<file path="src/rtl/bist_pkg.sv">
package bist_pkg;
    typedef enum logic [1:0] {
        MODE_IDLE  = 2'd0,
        MODE_RUN   = 2'd1,
        MODE_DONE  = 2'd2,
        MODE_ABORT = 2'd3
    } bist_mode_e;

    localparam logic [1:0] CTRL_TEST = 2'b11;
    localparam int         PRBS_LEN  = 7;
endpackage

</file>
<file path="src/rtl/bist_prbs_word.sv">
module bist_prbs_word #(
    parameter int DATA_W = 24
) (
    input  logic [bist_pkg::PRBS_LEN-1:0] state_i,
    output logic [DATA_W-1:0]             word_o,
    output logic [bist_pkg::PRBS_LEN-1:0] state_o
);
    // Unrolled serial LFSR, x^7 + x^6 + 1, one output bit per step
    always_comb begin
        logic [bist_pkg::PRBS_LEN-1:0] s;
        logic                          b;
        s      = state_i;
        word_o = '0;
        for (int i = 0; i < DATA_W; i++) begin
            b         = s[6] ^ s[5];
            word_o[i] = b;
            s         = {s[5:0], b};
        end
        state_o = s;
    end
endmodule

</file>
<file path="src/rtl/bist_pattern_gen.sv">
module bist_pattern_gen #(
    parameter int                           DATA_W = 24,
    parameter logic [bist_pkg::PRBS_LEN-1:0] SEED  = 7'h01
) (
    input  logic              clk,
    input  logic              rst_n,
    input  logic              adv_i,
    output logic [DATA_W-1:0] word_o
);
    logic [bist_pkg::PRBS_LEN-1:0] lfsr_d, lfsr_q, lfsr_nxt;

    bist_prbs_word #(.DATA_W(DATA_W)) u_word (
        .state_i (lfsr_q),
        .word_o  (word_o),
        .state_o (lfsr_nxt)
    );

    always_comb begin
        lfsr_d = adv_i ? lfsr_nxt : lfsr_q;
    end

    always_ff @(posedge clk or negedge rst_n) begin
        if (!rst_n) lfsr_q <= SEED;
        else        lfsr_q <= lfsr_d;
    end

    assert_gen_nonzero_R2: assert property (@(posedge clk) disable iff (!rst_n)
        lfsr_q != '0);
endmodule

</file>
<file path="config.mk">
export PLATFORM = sky130hd
export DESIGN_NAME = bist_pattern_gen
export DESIGN_NICKNAME = d
export VERILOG_FILES = /design/src/rtl/bist_pkg.sv /design/src/rtl/bist_prbs_word.sv /design/src/rtl/bist_pattern_gen.sv
export SDC_FILE = /design/constraint.sdc
export NUM_CORES = 1
export LEC_CHECK = 0
export ABC_AREA = 1
export ABC_CLOCK_PERIOD_IN_PS = 1400
export BUFFER_PORTS_ARGS = -buffer_cell sky130_fd_sc_hd__buf_2
export CAP_MARGIN = 5
export CORE_UTILIZATION = 40
export DETAILED_ROUTE_END_ITERATION = 7
export HOLD_SLACK_MARGIN = 0.03
export PLACE_DENSITY_LB_ADDON = 0.1
export SYNTH_ARGS = -nofsm -noshare
export SYNTH_HDL_FRONTEND = slang
export SYNTH_SLANG_ARGS = --single-unit
</file>
<file path="constraint.sdc">
create_clock -name clk -period 1.4 [get_ports clk]
set_input_delay 0.28 -clock clk [delete_from_list [all_inputs] [get_ports clk]]
set_output_delay 0.28 -clock clk [all_outputs]
set_load 0.005 [all_outputs]
</file>
==> results of run 1 <==
-- stage by stage --
stage	setup WS (ns)	TNS, ns	utilization (%)	hold slack, ns
after global placement	-0.184	-0.536	61.4	0.119
after floorplan	0.0141	0	-	-0.0156
after CTS	-0.411	-5.28	83.0	0.312
after detailed placement	-0.216	-0.801	61.4	0.126
-- repair_timing --
item	in CTS
gates resized for setup	72
endpoints found under the setup margin	26
setup buffers	17
hold buffers	1
pin swaps	37
hold endpoints to repair	6
cloned	0
-- cells by family after synthesis --
family / synth area share [%]
AND/OR/NAND/NOR: 60.3
buffers and inverters: 11.4
flip-flops: 23.5
XOR/XNOR: 3.51
AO/OA/AOI/OAI: 1.33
-- synthesized netlist by cell type (all sizes together) --
cell type / count / area (um2)
dfstp: 1 / 26.3
inv: 16 / 60.1
dfrtp: 6 / 150
nand2: 89 / 402
buf: 2 / 12.5
o21ai: 2 / 10.0
nand3: 5 / 25.0
xnor2: 2 / 17.5
and2: 4 / 25.0
clkinv: 2 / 12.5
xor2: 1 / 8.76
==> results.txt, run 1 <==
Starting density of the core = 42.9%
Depth of the CTS H-tree = 1
TritonCTS Sinks = 7
Root Buffer = clkbuf_4
Post-placement cell count = 202
Stopped at = 5_1_grt
DP HPWL = 1720 um
Clock tree buffer depth = 2
Synthesized instance count = 130
Register area share after synthesis = 23.5%
Syn Area/Cell = 5.77 um2
Pin count of the biggest net entering global routing = 10
Chip Height = 45.3 um
Antenna violations before repair = 0
Row Count = 15
Status = did not finish
Cell variety after synth = 17
Flops & latches, synth = 7
Ports = 27
Post-Place Cell Area = 0.00107 mm2
Worst EP Category = output port
Synth warnings = 0
Die X = 45.3 um
TritonCTS buffer count = 3
Log Error = [ERROR DPL-0033] detailed placement checks failed during check placement.
Post-synth net total = 133
GRT repair_timing worst endpoint = word_o[23]
Mapped Area = 749 um2
Buffers on Ports = 26
Final GP Congestion = 0.871
==> run 2, diff against run 1 <==
--- a/config.mk
+++ b/config.mk
@@ -6,13 +6,13 @@
 export NUM_CORES = 1
 export LEC_CHECK = 0
 export ABC_AREA = 1
-export ABC_CLOCK_PERIOD_IN_PS = 1400
+export ABC_CLOCK_PERIOD_IN_PS = 1800
 export BUFFER_PORTS_ARGS = -buffer_cell sky130_fd_sc_hd__buf_2
 export CAP_MARGIN = 5
-export CORE_UTILIZATION = 40
+export CORE_AREA = 2 2 63 65
 export DETAILED_ROUTE_END_ITERATION = 7
-export HOLD_SLACK_MARGIN = 0.03
-export PLACE_DENSITY_LB_ADDON = 0.1
+export DIE_AREA = 0 0 65 67
+export PLACE_DENSITY_LB_ADDON = 0.15
 export SYNTH_ARGS = -nofsm -noshare
 export SYNTH_HDL_FRONTEND = slang
 export SYNTH_SLANG_ARGS = --single-unit
==> constraint.sdc (replaced) <==
create_clock -name clk -period 1.8 [get_ports clk]
set_input_delay 0.36 -clock clk [delete_from_list [all_inputs] [get_ports clk]]
set_output_delay 0.36 -clock clk [all_outputs]
set_load 0.005 [all_outputs]
==> run 2 against run 1 <==
  * The flow now finishes, with violations (negative setup slack)
  * Area after synthesis unchanged
  * Synthesized cell count unchanged
==> results.txt, run 2 <==
DRT Pass-1 Iters = 4
Area growth syn-to-layout = 64.9%
Gr usage total = 11.3%
Biggest regs = lfsr_q x7
Commonest non-fill, non-tap cells in the layout = nand2_2 (48), nand2_1 (28), buf_2 (25), nand2_4 (13), buf_4 (9)
Buffers on Ports = 26 (unchanged)
Crit path arrival time = 1.47 ns
Setup TNS = -0.0683 ns
Drt wl/cell = 11.0 um
Syn Area/Cell = 5.77 um2 (unchanged)
Register area share after synthesis = 23.5% (unchanged)
CTS tree = built
DRC Markers = 0
Share of layout cells above drive strength 1 = 71.0%
Grt total ovfl = 0
CTS clk-pin slew, worst paths = 0.04 ns
RSZ-0062 raised after global routing = true
CP max FO = 5
Core Box Area = 0.00361 mm2
Most common cell in the synthesized netlist = nand2_1
Nets = 173
Worst-Skew Late Latency = 0.22 ns
CP startpoint kind = register
Fmax = 546 MHz
Starting density of the core = 20.8% (-22 points)
Reg2reg setup slack = 0.44 ns
Cell variety after synth = 17 (unchanged)
Finished Cell Area = 0.00124 mm2
Length in cells of the worst reg-to-reg path = 8
Antenna cells = 0
DRT iter0 DRCs = 26
Root Buffer = clkbuf_8
Synthesized instance count = 130 (unchanged)
Most frequent cells after synthesis = nand2_1 (70), nand2_2 (15), inv_2 (11)
Worst hold path cell count = 3
Fin crit share = 102%
Commonest non-fill, non-tap cell in the layout = nand2_2
Flops & latches, synth = 7 (unchanged)
Final GP Congestion = 0.889 (+2.1%)
Antenna violations before repair = 0
Synth warnings = 0 (unchanged)
Row Count = 22 (+7)
Pin count of the biggest net entering global routing = 10
Critical Path, Cell by Cell = inv_4, nand2_2, nand2_2, nand2_2, nand2_2, inv_2, nand2_2, and2_1, buf_2
DR vias = 888
Failing checks = negative setup slack
DP HPWL = 1800 um (+4.5%)
Number of global-route vias before repair = 844
Cell taking the most area after synthesis = nand2_1
Ports = 27 (unchanged)
CP bufs+invs = 3
Routed WL = 2390 um
Crit-path leading delay family = flip-flops
Max-cap violations = 0
Die X = 65 um (+44%)
Slowest cell delay on critical path = 0.58 ns
Max reg flops = 7
First-pass GRT wire length = 3780 um
Post-route ant nets = 0
Critical setup path kind = register to primary output
Synth top area share = 35.1% (unchanged)
Post-route insts no fill = 217
Skew final = 0.00103 ns
Ys flop type = dfrtp_1
Post-synth net total = 133 (unchanged)
Final worst slack = -0.0308 ns
Final Setup Violations = 4
Status = finished, violations left
Max_slew headroom = 85.1%
Depth of the CTS H-tree = 1 (unchanged)
Chip Height = 67 um (+48%)
Final number of max-transition violations = 0
CP Capture Type = primary output
TritonCTS Sinks = 7 (unchanged)
Post-layout minimum cycle time = 1.83 ns
Worst path most repeated cell = nand2_2
Post-Place Cell Area = 927 um2 (-13%)
Worst Tran Pin Value = 0.222 ns
Largest cells by area after synthesis = nand2_1 (35%), dfrtp_1 (20%), nand2_2 (13%), nand2_4 (6.0%), inv_2 (5.5%)
WP depth = 9
Post-placement cell count = 202 (unchanged)
Mapped Area = 749 um2 (unchanged)
Largest reg by FF count = lfsr_q
Final Core Density = 34.3%
Critical-path top delay cell = dfstp_2
Clock tree buffer depth = 2 (unchanged)
Final Hold Viols = 0
Asr flop ratio synth = 100% (unchanged)
TritonCTS buffer count = 3 (unchanged)
Via density = 4.09
Hold Path Class = input pin to register
EDFF count, synth = 0 (unchanged)
DIE AREA = 0.00436 mm2
Required @ worst endpoint = 1.44 ns
[run 2: timing repair]
action / 4_1_cts / 5_1_grt
hold endpoints to repair: 6 / 0
hold buffers: 1 / 0
gates resized for setup: 21 / 44
buffers inserted: 9 / 2
endpoints found under the setup margin: 6 / 8
pin swaps: 9 / 20
[run 2: per-layer routing]
layer	GRT usage [%]	wire, um	vias to the layer above
met5	0	0	-
met4	3.19	6	0
met3	1.18	45	2
met2	20.7	1300	8
met1	13.9	1040	419
li1	-	-	459
[run 2: stage by stage]
stage / setup WS [ns] / hold slack [ns]
5_1_grt: -0.109 / 0.444
3_5_place_dp: 0.0776 / 0.205
2_1_floorplan: 0.315 / 0.0644
6_report: -0.0308 / 0.432
3_3_place_gp: 0.0530 / 0.199
4_1_cts: -0.0291 / 0.431
[run 2: final timing paths]
check	endpoint	from
min	lfsr_q[0]	adv_i
max reg2reg	lfsr_q[5]	lfsr_q[0]
max in group asynchronous	lfsr_q[0]	rst_n
min in group asynchronous	lfsr_q[2]	rst_n
max	word_o[23]	lfsr_q[0]
min reg2reg	lfsr_q[0]	lfsr_q[0]
[run 2: layout make-up]
class / count / area (um2)
clock buffer: 4 / 45.0
fill: 417 / 2370
inverter: 18 / 85.1
multi-input combinational: 103 / 638
sequential: 7 / 183
tap: 48 / 60.1
timing repair buffer: 37 / 225
[run 2: cell families (layout without fill, tap and decap cells)]
family,count (synthesis),after routing,synth area share [%]
AND/OR/NAND/NOR,98,98,60.3
XOR/XNOR,3,3,3.51
AO/OA/AOI/OAI,2,2,1.33
buffers and inverters,20,59,11.4
flip-flops,7,7,23.5
[run 2: worst reg2reg max path, delay by kind of cell (launching register included)]
kind                   cells  cell delay [ns]
flip-flops                 1             0.58
buffers and inverters      3             0.32
AO/OA/AOI/OAI              1             0.11
AND/OR/NAND/NOR            4             0.26
Power of run 2 is not shown: default switching activity piles up to over one toggle a cycle in this logic, so the estimate is an artifact.
==> run 3, diff against run 2 <==
--- a/config.mk
+++ b/config.mk
@@ -5,7 +5,6 @@
 export SDC_FILE = /design/constraint.sdc
 export NUM_CORES = 1
 export LEC_CHECK = 0
-export ABC_AREA = 1
 export ABC_CLOCK_PERIOD_IN_PS = 1800
 export BUFFER_PORTS_ARGS = -buffer_cell sky130_fd_sc_hd__buf_2
 export CAP_MARGIN = 5
==> run 3 against run 2 <==
  * The run still ends with negative setup slack left
  * Routed wire length shrank 40%
  * Count of clock-buffer cells in the layout is the same
  * Final area shrank 23%
  * Die area unchanged
  * Register-to-register slack got worse by 0.20 ns
  * Sequential cell count did not move
  * Area after synthesis down 11%
  * Non-clock buffer count is 1 higher
  * Maximum frequency increased by 1.0%
  * Worst hold slack improved by 0.017 ns
  * Utilization shrank 8.0 points
  * Sequential share of layout area up 4.1 points
==> results.txt, run 3 <==
Worst-Skew Late Latency = 0.22 ns (about the same)
CP max FO = 4 (-1)
Antenna violations before repair = 0 (unchanged)
RSZ-0062 raised after global routing = true
Final Setup Violations = 2 (-2)
Critical-path top delay cell = dfstp_2
Number of global-route vias before repair = 463 (-45%)
Antenna cells = 0 (unchanged)
Largest reg by FF count = lfsr_q
Final worst slack = -0.0122 ns (+0.0186 ns)
Die X = 65 um (unchanged)
Root Buffer = clkbuf_8
Max reg flops = 7 (unchanged)
Cell taking the most area after synthesis = dfrtp_1
Final number of max-transition violations = 0 (unchanged)
Pin count of the biggest net entering global routing = 8 (-2)
Grt total ovfl = 0 (unchanged)
Worst Tran Pin Value = 0.387 ns (+0.165 ns)
Via density = 3.43 (-16%)
Commonest non-fill, non-tap cells in the layout = buf_2 (26), xor2_1 (15), xnor2_1 (13), buf_4 (10), nand2_1 (5)
Starting density of the core = 18.6% (-2.2 points)
Gr usage total = 7.23% (-4.1 points)
Final Core Density = 26.3% (-8.0 points)
Routed WL = 1430 um (-40%)
Nets = 95 (-45%)
Reg2reg setup slack = 0.24 ns (-0.20 ns)
Row Count = 22 (unchanged)
Buffers on Ports = 26 (unchanged)
TritonCTS Sinks = 7 (unchanged)
Critical Path, Cell by Cell = buf_12, xor2_4, xor2_2, buf_2
Area of the multi-input gates = 424 um2 (-34%)
Largest cells by area after synthesis = dfrtp_1 (22%), xor2_1 (20%), xnor2_1 (18%), xor2_4 (12%), buf_6 (5.0%)
Failing checks = negative setup slack
CTS clk-pin slew, worst paths = 0.04 ns (about the same)
Fmax = 552 MHz (+1.0%)
Mapped Area = 671 um2 (-11%)
Commonest non-fill, non-tap cell in the layout = buf_2
Area growth syn-to-layout = 41.2%
Post-route ant nets = 0 (unchanged)
DIE AREA = 0.00436 mm2 (unchanged)
CP Capture Type = primary output
Synth top area share = 22.4% (-13 points)
Ys flop type = dfrtp_1
Most common cell in the synthesized netlist = xor2_1
Hold Path Class = input pin to register
Required @ worst endpoint = 1.44 ns (about the same)
DR vias = 477 (-46%)
Critical R2R Capture = lfsr_q[4]
TritonCTS buffer count = 3 (unchanged)
Slowest cell delay on critical path = 0.61 ns (+0.03 ns)
Register area share after synthesis = 26.3% (+2.8 points)
Ports = 27 (unchanged)
Fin crit share = 101% (-1.0 points)
CP bufs+invs = 2 (-1)
Cell variety after synth = 15 (-2)
Max_slew headroom = 74.2% (-11 points)
Final GP Congestion = 0.688 (-23%)
Final Hold Viols = 0 (unchanged)
Skew final = 0.00115 ns (+0.000118 ns)
Crit path arrival time = 1.45 ns (-0.02 ns)
Synthesized instance count = 56 (-57%)
CTS tree = built
Chip Height = 67 um (unchanged)
Depth of the CTS H-tree = 1 (unchanged)
Worst hold path cell count = 3 (unchanged)
Register Area = 179 um2 (-2.1%)
Max-cap violations = 0 (unchanged)
First-pass GRT wire length = 2240 um (-41%)
Drt wl/cell = 10.3 um (-6.5%)
Hold path endpoint = lfsr_q[0]
Worst flop-to-flop path startpoint = lfsr_q[0]
Post-synth net total = 59 (-56%)
Syn Area/Cell = 12.0 um2 (+110%)
Share of layout cells above drive strength 1 = 54.9% (-16 points)
DRT Pass-1 Iters = 2 (-2)
Synth warnings = 0 (unchanged)
DRC Markers = 0 (unchanged)
Flops & latches, synth = 7 (unchanged)
Length in cells of the worst reg-to-reg path = 6 (-2)
Asr flop ratio synth = 100% (unchanged)
Core Box Area = 0.00361 mm2 (unchanged)
Min-delay src = adv_i
DRT iter0 DRCs = 4 (-85%)
Post-layout minimum cycle time = 1.81 ns (-0.0186 ns)
EDFF count, synth = 0 (unchanged)
Critical setup path kind = register to primary output
CP startpoint kind = register
Crit-path leading delay family = flip-flops
Filler instances = 401 (-3.8%)
Most frequent cells after synthesis = xor2_1 (15), xnor2_1 (14), dfrtp_1 (6)
Clock tree buffer depth = 2 (unchanged)
DP HPWL = 1140 um (-37%)
Status = finished, violations left
Biggest regs = lfsr_q x7
[run 3: changes by cell type in the layout (fill, tap and decap cells not counted), moves of 4 or more]
| cell | change |
|---|---|
| nand2_2 | -48 |
| nand2_1 | -23 |
| xor2_1 | +14 |
| nand2_4 | -13 |
| xnor2_1 | +11 |
| inv_2 | -8 |
| inv_4 | -5 |
| nand3_1 | -5 |
| and2_1 | -4 |
[run 3: worst max path at each step]
stage                          from    endpoint  depth (start not counted)
after CTS                 lfsr_q[0]  word_o[18]                          4
after global routing      lfsr_q[0]  word_o[17]                          4
after global placement    lfsr_q[1]  word_o[17]                          3
after floorplan           lfsr_q[0]  word_o[18]                          4
final                     lfsr_q[0]  word_o[17]                          4
after detailed placement  lfsr_q[1]  word_o[17]                          3
[run 3: metal layers]
| layer | wire length, um | vias up | global-route usage (%) |
|---|---|---|---|
| met3 | 74 | 2 | 1.18 |
| met1 | 618 | 227 | 8.28 |
| met2 | 710 | 17 | 12.0 |
| met5 | 0 | - | 0 |
| li1 | - | 231 | - |
| met4 | 27 | 0 | 5.59 |
[run 3: layout make-up]
type / count / share of cell area [%]
clock buffers: 4 / 4.76
inverters: 1 / 0.396
multi-input cells: 41 / 44.8
flip-flops and latches: 7 / 18.9
well taps: 48 / 6.34
repair buffers: 38 / 24.8
[run 3: repair_timing]
item,in CTS,in global routing
setup buffers,3,3
endpoints found under the hold margin,6,0
hold buffers,1,0
endpoints found under the setup margin,4,4
gates resized for setup,2,1
pin swaps,3,2
[run 3: cells by family (layout without fill, tap and decap cells)]
group | count (synthesis) | count (layout) | synth area share, %
AND/OR/NAND/NOR | 6 | 6 | 3.73
multiplexers | 1 | 1 | 1.68
flip-flops | 7 | 7 | 26.3
buffers and inverters | 8 | 43 | 11.6
XOR/XNOR | 34 | 34 | 56.7
[run 3: per-stage QoR]
step,setup TNS [ns],setup WS (ns),area [um2],hold WS [ns],cells
final,-0.0196,-0.0122,947,0.449,139
after global placement,0,0.148,825,0.210,128
after global routing,-0.203,-0.0825,947,0.469,139
after floorplan,0,0.239,671,0.0644,56
after CTS,-0.00288,-0.00261,911,0.450,136
after detailed placement,0,0.151,825,0.208,128
[run 3: worst min-delay path, stage by stage]
cell and delay, ns:
buf_2 0.15, nand2_1 0.09, xnor2_1 0.06
Power of run 3 is left out for the same reason.
